File: src/rtl/aud_clkgen_pkg.sv
package aud_clkgen_pkg;
  parameter int unsigned DIV_W       = 8;
  parameter int unsigned CH_SHORT    = 16;
  parameter int unsigned CH_LONG     = 32;
  parameter int unsigned MCLK_FS_STD = 256;
  parameter int unsigned MCLK_FS_DSP = 128;

  localparam int unsigned RATIO_W = DIV_W + 2;
  localparam int unsigned BIT_W   = $clog2(2 * CH_LONG) + 1;
  localparam int unsigned SUB_W   = $clog2(MCLK_FS_STD / (2 * CH_SHORT)) + 1;

  typedef logic [RATIO_W-1:0] ratio_t;
  typedef logic [BIT_W-1:0]   bit_t;
  typedef logic [SUB_W-1:0]   sub_t;

  typedef struct packed {
    logic [DIV_W-1:0] div;
    logic             odd;
    logic             mclk_en;
    logic             chan32;
    logic             dsp;
  } shape_t;

  // doubled coarse field plus odd bit; zero is promoted to one (bypass)
  function automatic ratio_t eff_ratio(shape_t s);
    ratio_t r;
    r = {1'b0, s.div, s.odd};
    if (r == '0) r = ratio_t'(1);
    return r;
  endfunction

  function automatic logic bad_setting(shape_t s);
    return (s.div == DIV_W'(1)) && s.odd;
  endfunction

  // high phase takes the extra cycle of an odd ratio
  function automatic ratio_t high_time(ratio_t r);
    return ratio_t'((r + ratio_t'(1)) >> 1);
  endfunction

  function automatic bit_t chan_bits(shape_t s);
    return s.chan32 ? bit_t'(CH_LONG) : bit_t'(CH_SHORT);
  endfunction

  function automatic bit_t frame_bits(shape_t s);
    return s.dsp ? chan_bits(s) : bit_t'(chan_bits(s) << 1);
  endfunction

  // master clock periods per bit clock period
  function automatic sub_t sub_per_bit(shape_t s);
    int unsigned fs_ratio;
    fs_ratio = s.dsp ? MCLK_FS_DSP : MCLK_FS_STD;
    return sub_t'(fs_ratio / 32'(frame_bits(s)));
  endfunction
endpackage

File: src/rtl/aud_clkgen_shadow.sv
module aud_clkgen_shadow
  import aud_clkgen_pkg::*;
(
  input  logic   clk_i,
  input  logic   rst_ni,
  input  logic   en_i,
  input  logic   frame_end_i,
  input  shape_t shape_i,
  output shape_t shape_o,
  output logic   bad_o
);
  logic load;

  assign bad_o = bad_setting(shape_o);
  // capture while idle, while rejected, or at the end of a frame
  assign load  = !en_i || bad_o || frame_end_i;

  always_ff @(posedge clk_i or negedge rst_ni) begin
    if (!rst_ni)   shape_o <= '0;
    else if (load) shape_o <= shape_i;
  end
endmodule

File: src/rtl/aud_clkgen_divider.sv
module aud_clkgen_divider
  import aud_clkgen_pkg::*;
(
  input  logic   clk_i,
  input  logic   rst_ni,
  input  logic   run_i,
  input  logic   clear_i,
  input  ratio_t ratio_i,
  output ratio_t cnt_o,
  output logic   tick_o,
  output logic   level_o
);
  ratio_t cnt_q;

  assign cnt_o   = cnt_q;
  assign tick_o  = run_i && (cnt_q >= ratio_i - ratio_t'(1));
  assign level_o = cnt_q < high_time(ratio_i);

  always_ff @(posedge clk_i or negedge rst_ni) begin
    if (!rst_ni)      cnt_q <= '0;
    else if (clear_i) cnt_q <= '0;
    else if (run_i)   cnt_q <= tick_o ? '0 : cnt_q + ratio_t'(1);
  end


  div_range_chk: assert property (@(posedge clk_i) disable iff (!rst_ni)
    run_i |-> cnt_q < ratio_i);


  div_wrap_chk: assert property (@(posedge clk_i) disable iff (!rst_ni)
    run_i && tick_o |=> cnt_q == '0);
endmodule

File: src/rtl/aud_clkgen_framer.sv
module aud_clkgen_framer
  import aud_clkgen_pkg::*;
(
  input  logic   clk_i,
  input  logic   rst_ni,
  input  logic   run_i,
  input  logic   clear_i,
  input  logic   tick_i,
  input  logic   level_i,
  input  shape_t shape_i,
  output logic   frame_end_o,
  output logic   start_o,
  output logic   ck_raw_o,
  output logic   ws_raw_o
);
  sub_t sub_q, m;
  bit_t bit_q, fb, ch;
  logic bit_end;

  assign m  = sub_per_bit(shape_i);
  assign fb = frame_bits(shape_i);
  assign ch = chan_bits(shape_i);

  assign bit_end     = tick_i && (!shape_i.mclk_en || sub_q == m - sub_t'(1));
  assign frame_end_o = bit_end && (bit_q == fb - bit_t'(1));
  assign start_o     = (sub_q == '0) && (bit_q == '0);
  assign ck_raw_o    = shape_i.mclk_en ? (sub_q < (m >> 1)) : level_i;
  assign ws_raw_o    = shape_i.dsp ? (bit_q == '0) : (bit_q >= ch);

  always_ff @(posedge clk_i or negedge rst_ni) begin
    if (!rst_ni) begin
      sub_q <= '0;
      bit_q <= '0;
    end else if (clear_i) begin
      sub_q <= '0;
      bit_q <= '0;
    end else if (run_i) begin
      if (tick_i && shape_i.mclk_en) sub_q <= bit_end ? '0 : sub_q + sub_t'(1);
      if (bit_end) bit_q <= frame_end_o ? '0 : bit_q + bit_t'(1);
    end
  end


  sub_range_chk: assert property (@(posedge clk_i) disable iff (!rst_ni)
    run_i && shape_i.mclk_en |-> sub_q < m);


  ws_chan_chk: assert property (@(posedge clk_i) disable iff (!rst_ni)
    run_i && bit_end && !shape_i.dsp && (bit_q == ch - bit_t'(1)) |=> ws_raw_o);


  frame_wrap_chk: assert property (@(posedge clk_i) disable iff (!rst_ni)
    run_i && frame_end_o |=> start_o);
endmodule

File: src/rtl/aud_clkgen.sv
module aud_clkgen
  import aud_clkgen_pkg::*;
(
  input  logic             clk_i,
  input  logic             rst_ni,
  input  logic             en_i,
  input  logic [DIV_W-1:0] div_i,
  input  logic             odd_i,
  input  logic             mclk_en_i,
  input  logic             chan32_i,
  input  logic             dsp_i,
  input  logic             ck_inv_i,
  input  logic             idle_hold_i,
  output logic             mclk_o,
  output logic             ck_o,
  output logic             ws_o,
  output logic             frame_o,
  output logic             cfg_err_o
);
  shape_t shape_in, shape_q;
  ratio_t ratio, dcnt;
  logic   cfg_bad, run, clear;
  logic   tick, level, frame_end, start, ck_raw, ws_raw;
  logic   mclk_q, ck_q, ws_q, fs_q, mbyp_q, cbyp_q;

  assign shape_in = '{div: div_i, odd: odd_i, mclk_en: mclk_en_i,
                      chan32: chan32_i, dsp: dsp_i};
  assign run   = en_i && !cfg_bad;
  assign clear = !en_i;
  assign ratio = eff_ratio(shape_q);

  aud_clkgen_shadow u_shadow (
    .clk_i(clk_i), .rst_ni(rst_ni), .en_i(en_i), .frame_end_i(frame_end),
    .shape_i(shape_in), .shape_o(shape_q), .bad_o(cfg_bad)
  );

  aud_clkgen_divider u_div (
    .clk_i(clk_i), .rst_ni(rst_ni), .run_i(run), .clear_i(clear),
    .ratio_i(ratio), .cnt_o(dcnt), .tick_o(tick), .level_o(level)
  );

  aud_clkgen_framer u_frm (
    .clk_i(clk_i), .rst_ni(rst_ni), .run_i(run), .clear_i(clear),
    .tick_i(tick), .level_i(level), .shape_i(shape_q),
    .frame_end_o(frame_end), .start_o(start), .ck_raw_o(ck_raw), .ws_raw_o(ws_raw)
  );

  // output stage: idle levels, hold on a rejected setting, else follow counters
  always_ff @(posedge clk_i or negedge rst_ni) begin
    if (!rst_ni) begin
      mclk_q <= 1'b0; ck_q <= 1'b0; ws_q <= 1'b0;
      fs_q <= 1'b0; mbyp_q <= 1'b0; cbyp_q <= 1'b0;
    end else if (!en_i) begin
      mclk_q <= 1'b0;
      ck_q   <= idle_hold_i & ck_inv_i;
      ws_q   <= 1'b0;
      fs_q   <= 1'b0;
      mbyp_q <= 1'b0;
      cbyp_q <= 1'b0;
    end else if (cfg_bad) begin
      fs_q <= 1'b0;
    end else begin
      mclk_q <= shape_q.mclk_en && level;
      ck_q   <= ck_raw ^ ck_inv_i;
      ws_q   <= ws_raw;
      fs_q   <= start && (dcnt == '0);
      mbyp_q <= shape_q.mclk_en && (ratio == ratio_t'(1));
      cbyp_q <= !shape_q.mclk_en && (ratio == ratio_t'(1));
    end
  end

  // ratio 1 routes the kernel clock itself; ck_q then holds the inverse of the polarity bit
  assign mclk_o    = mbyp_q ? (clk_i & mclk_q) : mclk_q;
  assign ck_o      = cbyp_q ? (clk_i ^ !ck_q) : ck_q;
  assign ws_o      = ws_q;
  assign frame_o   = fs_q;
  assign cfg_err_o = cfg_bad;


  err_hold_chk: assert property (@(posedge clk_i) disable iff (!rst_ni)
    en_i && cfg_bad |=> $stable(ck_q) && $stable(ws_q) && $stable(mclk_q) && !fs_q);


  idle_level_chk: assert property (@(posedge clk_i) disable iff (!rst_ni)
    !en_i |=> (ck_o == $past(idle_hold_i && ck_inv_i)) && !ws_o && !mclk_o);


  mclk_off_chk: assert property (@(posedge clk_i) disable iff (!rst_ni)
    en_i && !cfg_bad && !shape_q.mclk_en |=> !mclk_o);


  shape_at_frame_chk: assert property (@(posedge clk_i) disable iff (!rst_ni)
    $past(run) && run && !$stable(shape_q) |-> start && (dcnt == '0));
endmodule

File: config.mk
export PLATFORM = sky130hd
export DESIGN_NAME = aud_clkgen
export DESIGN_NICKNAME = d
export VERILOG_FILES = /design/src/rtl/aud_clkgen_pkg.sv /design/src/rtl/aud_clkgen_shadow.sv /design/src/rtl/aud_clkgen_divider.sv /design/src/rtl/aud_clkgen_framer.sv /design/src/rtl/aud_clkgen.sv
export SDC_FILE = /design/constraint.sdc
export NUM_CORES = 1
export LEC_CHECK = 0
export CORE_MARGIN = 2
export CORE_UTILIZATION = 39
export DETAILED_ROUTE_END_ITERATION = 8
export PLACE_DENSITY = 0.56
export SLEW_MARGIN = 20
export SYNTH_ARGS = -nofsm -noshare
export SYNTH_HDL_FRONTEND = slang
export SYNTH_SLANG_ARGS = --single-unit
export TNS_END_PERCENT = 100
File: constraint.sdc
create_clock -name clk_i -period 8 [get_ports clk_i]
set_input_delay 1.6 -clock clk_i [delete_from_list [all_inputs] [get_ports clk_i]]
set_output_delay 1.6 -clock clk_i [all_outputs]
set_load 0.05 [all_outputs]
==> metrics, run 1 <==
outcome finished clean; Most used DFF post-synth dfrtp_1; #FFs+latches synth 39; Post-synth top cells nand2_1 (64), nor2_1 (64), o21ai_0 (52); crit path DAT 7.73 ns; chip height ~130 um; total number of vias approximately 6,600; post-route ant nets 0; CTS Root Cell clkbuf_16; Yosys top cell by area dfrtp_1; Internal 602 uW; Seq pwr share 0.188; final setup vio count 0; Tot GR Track Use 0.256; vias per cell 6.52; quantity of I/O buffers inserted on ports 21; CTS tree built; net count after synthesis roughly 870; crit path kind reg2reg; power share of the combinational group 0.633; Detailed Route Iter0 Violations between 700 and 800; total I/O pin count 22; global route overflow 0; Critical Path Start Type flop; EDFF count, synth 0; RSZ-0062 raised after global routing no; Max clock buf depth 2; worst slew pin tran just over 0.9 ns; Worst-Skew Late Latency 0.29 ns; Post-Syn Area 6110 um^2; nets 860; CTS H-tree depth 2; Data required, critical path between 8 and 9 ns; Mapped Cells 803; share of post-route cells with drive strength above 1 0.0951; post-synthesis cell type count a little over 100; total power 1.18 mW; Max-Cap Viols 0; Initial Util 0.400; die width 129 um; Reg clk slew, reported paths around 0.06 ns; CP max FO 20; n_diodes 0; fin crit period between 7 and 8 ns; post-CTS setup buffers 0; syn_area_per_cell around 7.6 um^2; largest net degree at the start of global routing 40; Core ar. 15,300 um^2; Clk pwr share 0.178; Num CTS Buffers 5; slew margin rel. 0.397; critical path endpoint category flop; Sw Share 0.492; vias in the first global route a little over 6,000; CP peak stage delay 0.70 ns; Hold Vio Cnt, Final 0; setup_tns 0 ns; cts repair resizes 0; row cnt 45; Yosys warnings 0; drt pass-1 iters 6; sequential share of the synthesized area 0.160; Area Overhead vs Synth 7.91%; DIE AREA 16,700 um^2; asr flop ratio synth 1.00; top cells by area, synth dfrtp_1 (16%), ha_1 (9.2%), o21ai_0 (4.3%), nand2_1 (3.9%), nor2_1 (3.9%); Worst VDD drop ~77 uV; Slew Limit Fails 0; first-pass GRT wire length 34,000 um; critical path cell sequence inv_1 -> ha_1 -> nand3b_1 -> nand3_1 -> nand2_1 -> o211ai_1 -> nor4b_1 -> nor4_1 -> a31oi_1 -> and4bb_1 -> a31oi_2 -> a2111oi_4 -> a21boi_1 -> o211a_1 -> nand2_1 -> inv_1 -> ha_1 -> xnor2_1 -> xnor2_1 -> nor4_1 -> a221o_2 -> a21oi_4 -> mux2_2; PD cells 180 nW/um^2; f_max around 0.13 GHz; DR DRC count 0; WL/cell around 21 um; Detailed Place HPWL between 15,000 and 20,000 um; P_sw 583 uW; Placer Congestion a little over 1; LEAKAGE ~2.6 nW; final clock skew around 0.0090 ns; Synth top area share 0.160; antenna violations before repair 0; final wirelength approximately 21,000 um; Worst Hold Class reg2reg; Critical Path Slowest Stage Cell ha_1; crit share post-route 0.945; hold-fix buffers at CTS 0
power by group through the flow:
stage               clock, mW  combinational (mW)  sequential, mW
detailed placement    0.00823               0.727           0.226
finish                  0.211               0.750           0.223
CTS                     0.218               0.730           0.223
global placement      0.00823               0.730           0.226
floorplan             0.00660               0.543           0.221
global route            0.228               0.807           0.225
per-layer routing:
layer,global-route usage,routed length (um),vias to the layer above
li1,-,-,3025
met1,0.341,8950,3151
met2,0.423,10000,352
met3,0.0388,1760,55
met4,0.0863,620,0
met5,0,0,-
through the flow:
step | instance area, um^2 | util | hold WS [ns] | instances | setup slack (ns)
floorplan | 6110 | - | 0.488 | 803 | 1.20
global placement | 6450 | 0.422 | 0.530 | 1001 | 0.558
detailed placement | 6450 | 0.422 | 0.526 | 1001 | 0.550
CTS | 6590 | 0.432 | 0.534 | 1010 | 0.548
global route | 6590 | 0.432 | 0.558 | 1010 | 0.00664
finish | 6590 | 0.432 | 0.530 | 1010 | 0.438
logic make-up (layout without fill, tap and decap cells):
| family | Yosys count | in the layout | synth area share |
|---|---|---|---|
| xor gates and xnor gates | 34 | 34 | 0.0488 |
| DFF | 39 | 39 | 0.160 |
| other | 1 | 1 | 0.000614 |
| muxes | 23 | 23 | 0.0469 |
| AOI/OAI and AO/OA | 237 | 237 | 0.278 |
| adders and majority gates | 45 | 45 | 0.0922 |
| and+or+nand+nor | 339 | 339 | 0.310 |
| buffers and inverters | 85 | 81 | 0.0639 |
registers in the layout, summed over array words and instances (netlist names):
| signal | flops |
|---|---|
| u_shadow.shape_o | 12 |
| u_div.cnt_o | 10 |
| u_frm.bit_q | 7 |
| u_frm.sub_q | 4 |
| cbyp_q | 1 |
| ck_q | 1 |
| frame_o | 1 |
| mbyp_q | 1 |
| mclk_q | 1 |
| ws_o | 1 |
worst max-delay path, delay by kind of cell, from the launching register on:
| family | cells | cell delay (ns) |
|---|---|---|
| AO/OA/AOI/OAI | 8 | 2.59 |
| AND/OR/NAND/NOR | 8 | 2.47 |
| adder cells (fa/ha/maj) | 2 | 0.88 |
| flip-flops | 1 | 0.44 |
| multiplexers | 1 | 0.39 |
| XOR/XNOR | 2 | 0.35 |
| buffers and inverters | 2 | 0.30 |
placed cells by master, fill, tap and decap left out, types with 13 or more instances in the layout:
master and n:
nor2_1 64, nand2_1 64, o21ai_0 52, ha_1 45
dfrtp_1 39, nand3_1 37, a21oi_1 31, inv_1 30
xnor2_1 25, nor3_1 24, clkdlybuf4s50_1 20, buf_4 18
nor4_1 17, nand4_1 17, nand2b_1 16, nor2b_1 15
a31oi_1 13
worst paths after layout:
path / from / end / slack (ns) / cells after the start
max: u_shadow.shape_o[1]$_DFFE_PN0P_ / u_shadow.shape_o[0]$_DFFE_PN0P_ / 0.44 / 23
min: cbyp_q$_DFFE_PN0P_ / cbyp_q$_DFFE_PN0P_ / 0.53 / 2
max reg2reg: u_shadow.shape_o[1]$_DFFE_PN0P_ / u_shadow.shape_o[0]$_DFFE_PN0P_ / 0.44 / 23
min reg2reg: cbyp_q$_DFFE_PN0P_ / cbyp_q$_DFFE_PN0P_ / 0.53 / 2
max in group asynchronous: rst_ni / u_shadow.shape_o[11]$_DFFE_PN0P_ / 5.98 / 1
min in group asynchronous: rst_ni / mbyp_q$_DFFE_PN0P_ / 1.44 / 1
layout make-up:
| cell class | count | area, um^2 |
|---|---|---|
| fillers | 1561 | 8670 |
| multi-input cells | 679 | 4740 |
| flip-flops and latches | 39 | 976 |
| repair buffers | 37 | 320 |
| well taps | 211 | 264 |
| clock buffers | 8 | 149 |
| inverters | 32 | 120 |
| clock inverters | 4 | 20.0 |
(Power assumes the default switching activity.)
==> inputs of run 2 (changes only) <==
--- a/config.mk
+++ b/config.mk
@@ -8,7 +8,7 @@
 export CORE_MARGIN = 2
 export CORE_UTILIZATION = 39
 export DETAILED_ROUTE_END_ITERATION = 8
-export PLACE_DENSITY = 0.56
+export PLACE_DENSITY = 0.6
 export SLEW_MARGIN = 20
 export SYNTH_ARGS = -nofsm -noshare
 export SYNTH_HDL_FRONTEND = slang
==> run 2 against run 1 <==
Compared with the run above: cell count rose by 0.30%; fmax rose by 2.4%; clock skew barely moved; combinational power fell by 2%; global-route usage fell by 1.8 points; flip-flop and latch count did not move; non-clock buffer count rose by 3; worst hold slack barely moved.
==> metrics, run 2 (synthesized netlist as in run 1, its figures left out) <==
CTS H-tree depth 2 (unchanged); f_max 0.135 GHz (+2.4%); vias per cell 6.38 (-2.1%); share of post-route cells with drive strength above 1 0.103 (+0.00837); quantity of I/O buffers inserted on ports 21 (unchanged); worst slew pin tran 0.908 ns (+0.00350 ns); Reg clk slew, reported paths 0.07 ns (about the same); Area Overhead vs Synth 8.62%; Internal 604 uW (+0.45%); RSZ-0062 raised after global routing no; crit share post-route 0.923 (-0.0219); R2R Path End u_shadow.shape_o[11]$_DFFE_PN0P_; Initial Util 0.400 (unchanged); Critical Path Start Type flop; post-route setup slack 0.613 ns (+0.175 ns); die width 129 um (unchanged); CTS tree built; setup_tns 0 ns (unchanged); Num CTS Buffers 5 (unchanged); most frequent cells in the layout nand2_1 (64), nor2_1 (63), o21ai_0 (52); Core ar. 15,300 um^2 (unchanged); LEAKAGE 2.63 nW (+0.66%); final setup vio count 0 (unchanged); PD cells 177 nW/um^2 (-1.4%); Worst-Skew Late Latency 0.29 ns (about the same); power share of the combinational group 0.628 (-0.005); Max-Cap Viols 0 (unchanged); Clk pwr share 0.182 (+0.004); HP Start mclk_q$_DFFE_PN0P_; Max clock buf depth 2 (unchanged); drt pass-1 iters 6 (unchanged); Hold EP mclk_q$_DFFE_PN0P_; antenna violations before repair 0 (unchanged); global route overflow 0 (unchanged); Worst Hold Class reg2reg; n_diodes 0 (unchanged); hold path depth 2 (unchanged); nets 863 (+0.35%); P_sw 571 uW (-2.0%); total I/O pin count 22 (unchanged); critical path endpoint category flop; final clock skew 0.00946 ns (+0.000484 ns); Seq pwr share 0.190 (+0.002); crit path kind reg2reg; commonest non-fill, non-tap cell in the layout nand2_1; WL/cell 19.4 um (-8.1%); crit path DAT 7.56 ns (-0.17 ns); Most flops, register u_shadow.shape_o; row cnt 45 (unchanged); Worst VDD drop 74.2 uV (-3.5%); R2R setup slack 0.61 ns (+0.18 ns); DIE AREA 16,700 um^2 (unchanged); chip height 129 um (unchanged); slew margin rel. 0.395 (-0.00233); vias in the first global route 6,051 (-2.2%); Detailed Place HPWL 14,700 um (-8.9%); Tot GR Track Use 0.237 (-0.0184); DR DRC count 0 (unchanged); post-route ant nets 0 (unchanged); total number of vias 6,464 (-1.8%); hold_ws 0.530 ns (+0.000114 ns); post-layout util 0.435 (+0.00287); CTS Root Cell clkbuf_16; outcome finished clean; fin crit period 7.39 ns (-0.175 ns); worst reg-to-reg path cell count 24 (+4.3%); first-pass GRT wire length 32,100 um (-5.4%); CP max FO 26 (+30%); max reg flops 12 (unchanged); Detailed Route Iter0 Violations 850 (+9.4%); Data required, critical path 8.17 ns (about the same); Sw Share 0.486 (-0.00614); Placer Congestion 0.962 (-5.1%); Setup crit start u_shadow.shape_o[0]$_DFFE_PN0P_; Slew Limit Fails 0 (unchanged); reg-to-reg startpoint u_shadow.shape_o[0]$_DFFE_PN0P_; final wirelength 19,700 um (-7.8%); pre-CTS setup slack 0.540 ns (-0.0104 ns); largest net degree at the start of global routing 40 (unchanged); Hold Vio Cnt, Final 0 (unchanged)
[run 2: cell types whose count changed in the layout (fill, tap and decap cells not counted), sizes merged]
cell	change
buf	+3
clkinv	-2
clkbuf	-1
clkinvlp	+2
inv	+1
[run 2: worst max-delay path by stage]
stage	cells after the start	slack [ns]	end
6_report	24	0.61	u_shadow.shape_o[11]$_DFFE_PN0P_
3_5_place_dp	26	0.54	u_shadow.shape_o[0]$_DFFE_PN0P_
4_1_cts	26	0.51	u_shadow.shape_o[0]$_DFFE_PN0P_
3_3_place_gp	23	0.55	u_shadow.shape_o[0]$_DFFE_PN0P_
5_1_grt	27	0.05	u_frm.bit_q[1]$_DFFE_PN0P_
2_1_floorplan	31	1.20	u_shadow.shape_o[10]$_DFFE_PN0P_
[run 2: what timing repair did]
| item | in CTS | in global routing |
|---|---|---|
| hold buffers | 0 | 0 |
| setup endpoints to repair | 0 | 15 |
| gates resized for setup | 0 | 2 |
| setup buffers | 0 | 1 |
[run 2: worst max-delay path: stages, from the launching register on]
cell and delay [ns]:
dfrtp_1 0.34, buf_4 0.30, ha_1 0.70, nand3b_1 0.56, nand3_1 0.59, nand2_1 0.20, o211ai_1 0.32, nor4b_1 0.36
nor4_1 0.13, a31oi_1 0.40, and4bb_1 0.46, a31oi_2 0.16, a2111oi_4 0.44, a21boi_1 0.11, o211a_1 0.27, nand2_1 0.11
inv_1 0.05, ha_1 0.18, xnor2_1 0.17, xnor2_1 0.16, nor4_1 0.09, a221o_2 0.43, a21oi_4 0.23, buf_12 0.17
mux2_4 0.30
[run 2: metrics by stage]
| step | cells | total power, mW | instance area [um^2] |
|---|---|---|---|
| 5_1_grt | 1013 | 1.25 | 6640 |
| 4_1_cts | 1012 | 1.15 | 6610 |
| 3_5_place_dp | 1003 | 0.947 | 6460 |
| 2_1_floorplan | 803 | 0.771 | 6110 |
| 6_report | 1013 | 1.18 | 6640 |
| 3_3_place_gp | 1003 | 0.961 | 6460 |
[run 2: power by group through the flow]
stage	clock (mW)	combinational, mW	sequential (mW)
6_report	0.214	0.738	0.223
5_1_grt	0.225	0.801	0.225
4_1_cts	0.216	0.715	0.223
3_5_place_dp	0.00823	0.712	0.227
3_3_place_gp	0.00823	0.726	0.227
2_1_floorplan	0.00660	0.543	0.221
[run 2: area by class of cell]
| cell class | count | area (um^2) |
|---|---|---|
| clock inverters | 5 | 26.3 |
| clock buffers | 7 | 145 |
| fillers | 1549 | 8620 |
| inverters | 32 | 120 |
| repair buffers | 40 | 355 |
| well taps | 211 | 264 |
| flip-flops and latches | 39 | 976 |
| multi-input cells | 679 | 4750 |
[run 2: metal layers]
layer / track usage / routed length, um / share of wire / vias to the layer above
met2: 0.372 / 8670 / 0.44 / 350
met3: 0.0421 / 1780 / 0.091 / 53
li1: - / - / - / 3046
met5: 0 / 0 / 0 / -
met1: 0.332 / 8670 / 0.44 / 3015
met4: 0.0754 / 555 / 0.028 / 0
==> inputs of run 3 (changes only) <==
--- a/config.mk
+++ b/config.mk
@@ -7,6 +7,7 @@
 export LEC_CHECK = 0
 export CORE_MARGIN = 2
 export CORE_UTILIZATION = 39
+export CTS_CLUSTER_DIAMETER = 40
 export DETAILED_ROUTE_END_ITERATION = 8
 export PLACE_DENSITY = 0.6
 export SLEW_MARGIN = 20
==> results of run 3 <==
Same layout as run 2: the final DEF is identical, and so are final timing and power.
